--- config.mk ---
export PLATFORM = sky130hd
export DESIGN_NAME = tx_cmd_seq
export DESIGN_NICKNAME = d
export VERILOG_FILES = /design/src/rtl/tx_cmd_seq.sv
export SDC_FILE = /design/constraint.sdc
export NUM_CORES = 1
export LEC_CHECK = 0
export ABC_AREA = 1
export ABC_CLOCK_PERIOD_IN_PS = 3600
export CAP_MARGIN = 25
export CORE_ASPECT_RATIO = 1.1
export CORE_MARGIN = 1
export CORE_UTILIZATION = 42
export CTS_CLUSTER_DIAMETER = 150
export CTS_CLUSTER_SIZE = 30
export DETAILED_ROUTE_END_ITERATION = 7
export DONT_BUFFER_PORTS = 1
export SLEW_MARGIN = 10
export SYNTH_ARGS = -nofsm -noshare
export SYNTH_HDL_FRONTEND = slang
export SYNTH_SLANG_ARGS = --single-unit
--- constraint.sdc ---
create_clock -name clk -period 3.6 [get_ports clk]
set_input_delay 0.72 -clock clk [delete_from_list [all_inputs] [get_ports clk]]
set_output_delay 0.72 -clock clk [all_outputs]
set_load 0.02 [all_outputs]
--- src/rtl/tx_cmd_seq.sv ---
module tx_cmd_seq #(
  parameter int AW          = 32,
  parameter int DW          = 32,
  parameter int LW          = 16,
  parameter int CW          = 8,
  parameter int CNT_LSB     = 16,
  parameter int C_BIT       = 15,
  parameter int DATA_OFS    = 12,
  parameter int DESC_STRIDE = 8
) (
  input  logic          clk,
  input  logic          rst_n,
  input  logic          start,
  input  logic [AW-1:0] cb_addr,
  output logic          busy,
  output logic          done,
  output logic          mem_req,
  output logic          mem_we,
  output logic [AW-1:0] mem_addr,
  output logic [DW-1:0] mem_wdata,
  input  logic          mem_ack,
  input  logic [DW-1:0] mem_rdata,
  output logic          dma_start,
  output logic [AW-1:0] dma_addr,
  output logic [LW-1:0] dma_len,
  input  logic          dma_done,
  output logic          eoc_wr
);

  localparam logic [AW-1:0] NO_DESC = {AW{1'b1}};
  localparam logic [AW-1:0] WSTEP   = AW'(4);

  typedef enum logic [2:0] {ST_IDLE, ST_HDR, ST_RUN, ST_EOC, ST_WB} st_t;
  typedef enum logic [2:0] {MS_IDLE, MS_H0, MS_H1, MS_H2, MS_PA, MS_PC, MS_WB} ms_t;

  st_t           st;
  ms_t           ms;
  logic [AW-1:0] cb_q, ptr_q, pf_addr;
  logic [DW-1:0] hdr_q;
  logic [CW-1:0] cnt_q, pf_idx, launched;
  logic [LW-1:0] pf_len, size_w;
  logic          pf_valid, dma_busy;
  logic [AW-1:0] desc_base;

  assign desc_base = ptr_q + AW'(pf_idx) * AW'(DESC_STRIDE);
  assign size_w    = mem_rdata[LW-1:0];
  assign busy      = (st != ST_IDLE);
  assign mem_req   = (ms != MS_IDLE);
  assign mem_we    = (ms == MS_WB);
  assign mem_wdata = hdr_q | (DW'(1) << C_BIT);
  assign eoc_wr    = (st == ST_EOC);

  always_comb begin
    case (ms)
      MS_H0:   mem_addr = cb_q;
      MS_H1:   mem_addr = cb_q + WSTEP;
      MS_H2:   mem_addr = cb_q + WSTEP + WSTEP;
      MS_PA:   mem_addr = desc_base;
      MS_PC:   mem_addr = desc_base + WSTEP;
      MS_WB:   mem_addr = cb_q;
      default: mem_addr = '0;
    endcase
  end

  always_ff @(posedge clk or negedge rst_n) begin
    if (!rst_n) begin
      st        <= ST_IDLE;
      ms        <= MS_IDLE;
      cb_q      <= '0;
      hdr_q     <= '0;
      ptr_q     <= '0;
      cnt_q     <= '0;
      pf_idx    <= '0;
      launched  <= '0;
      pf_valid  <= 1'b0;
      pf_addr   <= '0;
      pf_len    <= '0;
      dma_busy  <= 1'b0;
      dma_start <= 1'b0;
      dma_addr  <= '0;
      dma_len   <= '0;
      done      <= 1'b0;
    end else begin
      dma_start <= 1'b0;
      done      <= 1'b0;
      if (dma_done && dma_busy) dma_busy <= 1'b0;

      case (ms)
        MS_IDLE: if (st == ST_RUN && !pf_valid && pf_idx < cnt_q) ms <= MS_PA;
        MS_H0: if (mem_ack) begin
          hdr_q <= mem_rdata;
          ms    <= MS_H1;
        end
        MS_H1: if (mem_ack) begin
          ptr_q <= mem_rdata[AW-1:0];
          ms    <= MS_H2;
        end
        MS_H2: if (mem_ack) begin
          cnt_q <= (ptr_q == NO_DESC) ? '0 : mem_rdata[CNT_LSB +: CW];
          if (size_w != '0) begin
            dma_start <= 1'b1;
            dma_addr  <= cb_q + AW'(DATA_OFS);
            dma_len   <= size_w;
            dma_busy  <= 1'b1;
          end
          st <= ST_RUN;
          ms <= MS_IDLE;
        end
        MS_PA: if (mem_ack) begin
          pf_addr <= mem_rdata[AW-1:0];
          ms      <= MS_PC;
        end
        MS_PC: if (mem_ack) begin
          pf_len   <= mem_rdata[LW-1:0];
          pf_valid <= 1'b1;
          pf_idx   <= pf_idx + 1'b1;
          ms       <= MS_IDLE;
        end
        MS_WB: if (mem_ack) begin
          ms   <= MS_IDLE;
          st   <= ST_IDLE;
          done <= 1'b1;
        end
        default: ms <= MS_IDLE;
      endcase

      case (st)
        ST_IDLE: if (start) begin
          cb_q     <= cb_addr;
          cnt_q    <= '0;
          pf_idx   <= '0;
          launched <= '0;
          pf_valid <= 1'b0;
          ms       <= MS_H0;
          st       <= ST_HDR;
        end
        ST_RUN: begin
          if (!dma_busy && pf_valid) begin
            dma_start <= 1'b1;
            dma_addr  <= pf_addr;
            dma_len   <= pf_len;
            dma_busy  <= 1'b1;
            pf_valid  <= 1'b0;
            launched  <= launched + 1'b1;
          end else if (!dma_busy && !pf_valid && ms == MS_IDLE && launched == cnt_q) begin
            st <= ST_EOC;
          end
        end
        ST_EOC: begin
          st <= ST_WB;
          ms <= MS_WB;
        end
        default: ;
      endcase
    end
  end

endmodule

==> results.txt <==
Final Non-Filler Cells -> 2571
Post-route DRC -> 0
Syn Nets -> 2135
drt via density -> 5.56
critical path launch point type -> flop
Worst Path Max Fanout -> 6
Power Dens Cells -> 830 mW/mm^2
RePlAce Congestion -> 1.02
Synthesis Warnings -> 0
worst min path class -> input port to async pin
Final nets -> 2231
Mapped Cells -> 2045
commonest non-fill, non-tap cell in the layout -> nand2_1
Total Routing Usage GR -> 32.4%
clock root buffer -> clkbuf_16
Max Freq -> 0.254 GHz
RSZ-0062 raised after global routing -> true
synthesized flop and latch total -> 225
Fill cells -> 3241
first-pass GRT wire length -> 83600 um
initial cell density of the core -> 43.1%
boundary pin count -> 187
highest-count cells in the layout ignoring fill and taps -> nand2_1, o21ai_0, dfrtp_1
failing checks -> negative hold slack, negative setup slack
hpwl dp -> 43400 um
row count -> 69
worst ir drop on vdd -> 0.387 mV
CP Data Required Time -> 2.88 ns
final setup fails -> 24
final antenna-violating net count -> 0
Die Span Y -> 194 um
via count -> 14307
crit path time final -> 3.94 ns
path type of the worst setup path -> flop to primary output
max-cap violations -> 0
leakage -> 7.78 nW
CTS buffer count -> 11
initial antenna violation count -> 2
Clock Latency Late Sink -> 0.50 ns
Die X -> 177 um
max_slew headroom -> 49.8%
multi-input logic area -> 0.00823 mm^2
vias in the first global route -> 13914
Hold Slack -> -0.0794 ns
ys flop type -> dfrtp_1
Avg Inst Size Synth -> 6.88 um^2
DR iter-0 viols -> 1391
Post-synth ARST share -> 100%
die area -> 0.0342 mm^2
WL final -> 55900 um
setup tns final -> -5.86 ns
Worst EP arrival -> 3.22 ns
TritonRoute pass-1 iters -> 6
routed len/inst -> 21.7 um
outcome -> finished with violations
Final Hold Fails -> 95
Port Buf Inserts -> 0
final slew viol count -> 0
Setup Skew -> 0.0313 ns
cell area after synthesis -> 0.0141 mm^2
Placed Cells -> 2516
post-route setup slack -> -0.340 ns
crit share post-route -> 109%
CTS clk-pin slew, worst paths -> 0.13 ns
share of post-route cells with drive strength above 1 -> 19.0%
H-tree depth -> 1
FF+latch area -> 0.00564 mm^2
worst-margin pin slew -> 0.752 ns
Unique masters post-synth -> 56
Max Buffers Root-to-Sink -> 3
CORE AREA -> 0.0326 mm^2
element type at the critical path end -> primary output
pin count of the biggest net entering global routing -> 226
CTS tree -> done
area grow syn2layout -> 20.0%
sequential-to-total area share from yosys stat -> 40.0%
GRT overflow -> 0
TritonCTS Sinks -> 225
number of synthesized flops with an enable pin -> 0
==> final cells by class <==
type,instances,area share [%]
diodes,4,0.0593
clock buffers,12,1.65
clock inverters,1,0.0963
inverters,219,4.88
multi-input cells,1525,48.7
flip-flops and latches,225,33.4
well taps,426,3.16
repair buffers,159,8.04
==> repair_timing <==
action / CTS / global route
hold endpoints to repair: 225 / 212
pin swaps: 44 / 73
resized for setup: 138 / 126
setup buffers: 19 / 26
gates cloned: 0 / 0
setup endpoints to repair: 25 / 25
==> cell usage after synthesis, drive strengths merged (2+ instances only) <==
cell type  count  share of area (%)
nand2        698                 19
o21ai        242                8.6
dfrtp        225                 40
inv          208                5.5
nand3        166                6.2
nor2         164                5.0
a21oi         83                3.0
clkbuf        56                1.5
xor2          33                2.1
nand4         30                1.3
buf           20               0.89
ha            20                1.8
nor3          12               0.51
clkinv        11               0.29
a211oi        10               0.53
o22ai          9               0.40
o2111ai        7               0.44
a31oi          6               0.27
o211ai         6               0.32
xnor2          6               0.43
o21a           4               0.21
o221ai         4               0.25
a221oi         3               0.19
nor4           3               0.13
a21boi         2               0.11
a22oi          2               0.11
nand3b         2               0.11
or2            2              0.089
==> worst max-delay path, stage by stage, from the launching register on <==
cell and delay (ns):
dfrtp_1 0.38, ha_2 0.19, inv_2 0.04, fa_2 0.35, inv_2 0.09, nand3_2 0.07
nand2_2 0.11, nand2_2 0.09, nand2_4 0.13, nand2_4 0.07, nand3_4 0.07, nand2_4 0.08
nor2_4 0.11, nand2_4 0.07, nor2_4 0.19, buf_4 0.15, xor2_1 0.15, nand2_1 0.08
o2111ai_2 0.12, buf_6 0.17
==> per-stage QoR <==
step                hold slack (ns)  setup slack, ns  utilization (%)  power, W  cell area (um^2)
floorplan                     0.424            0.152                -   0.00889             14100
global placement              0.433           -0.170             46.7    0.0114             15200
detailed placement            0.432           -0.134             46.7    0.0115             15200
CTS                          -0.108           -0.355             49.7    0.0135             16200
global route                 -0.105           -0.510             51.7    0.0149             16900
finish                      -0.0794           -0.340             51.7    0.0140             16900
==> final timing paths <==
check                                   startpoint                      to  slack [ns]  cells after the start
setup / recovery               pf_idx[0]$_DFF_PN0_            mem_addr[14]       -0.34                     19
hold / removal                               rst_n     pf_idx[3]$_DFF_PN0_       -0.08                      0
setup reg to reg               cb_q[3]$_DFFE_PN0P_  dma_addr[20]$_DFF_PN0_        0.77                     15
hold reg to reg            pf_addr[31]$_DFFE_PN0P_  dma_addr[31]$_DFF_PN0_        0.49                      2
max in group asynchronous                    rst_n    cb_q[15]$_DFFE_PN0P_        3.14                      0
min in group clk                     mem_rdata[26]   ptr_q[26]$_DFFE_PN0P_        0.34                      2
==> cells by family (layout without fill, tap and decap cells) <==
logic type | count (synthesis) | after routing | synth area share [%]
DFF | 225 | 225 | 40.0
adders and majority gates | 21 | 21 | 1.92
and+or+nand+nor | 1080 | 1080 | 32.5
buffers and inverters | 295 | 391 | 8.24
xor gates and xnor gates | 39 | 39 | 2.53
AOI/OAI and AO/OA | 384 | 384 | 14.8
other | 1 | 5 | 0.0266
==> layer usage <==
metal | part of all wire (%) | wire (um) | global-route usage, %
met5 | 0 | 0 | 0
met3 | 6.0 | 3350 | 4.61
met1 | 41 | 23100 | 41.9
met4 | 5.4 | 3030 | 15.5
met2 | 47 | 26500 | 52.9
==> registers in the layout (all words and copies together), names as in the netlist <==
name and count:
cb_q 32, cnt_q 8, dma_addr 32, dma_busy 1, dma_len 16, dma_start 1, done 1, hdr_q 31
launched 8, ms 3, pf_addr 32, pf_idx 8, pf_len 16, pf_valid 1, ptr_q 32, st 3
==> report_power, final <==
group          total, W  internal [W]  switching (W)  leakage (nW)
combinational   0.00741       0.00268        0.00473          4.86
sequential      0.00518       0.00362        0.00156          2.78
clock           0.00143      0.000575       0.000857         0.144
total            0.0140       0.00688        0.00714          7.78
Note: power is estimated with default switching activity, not from simulation.
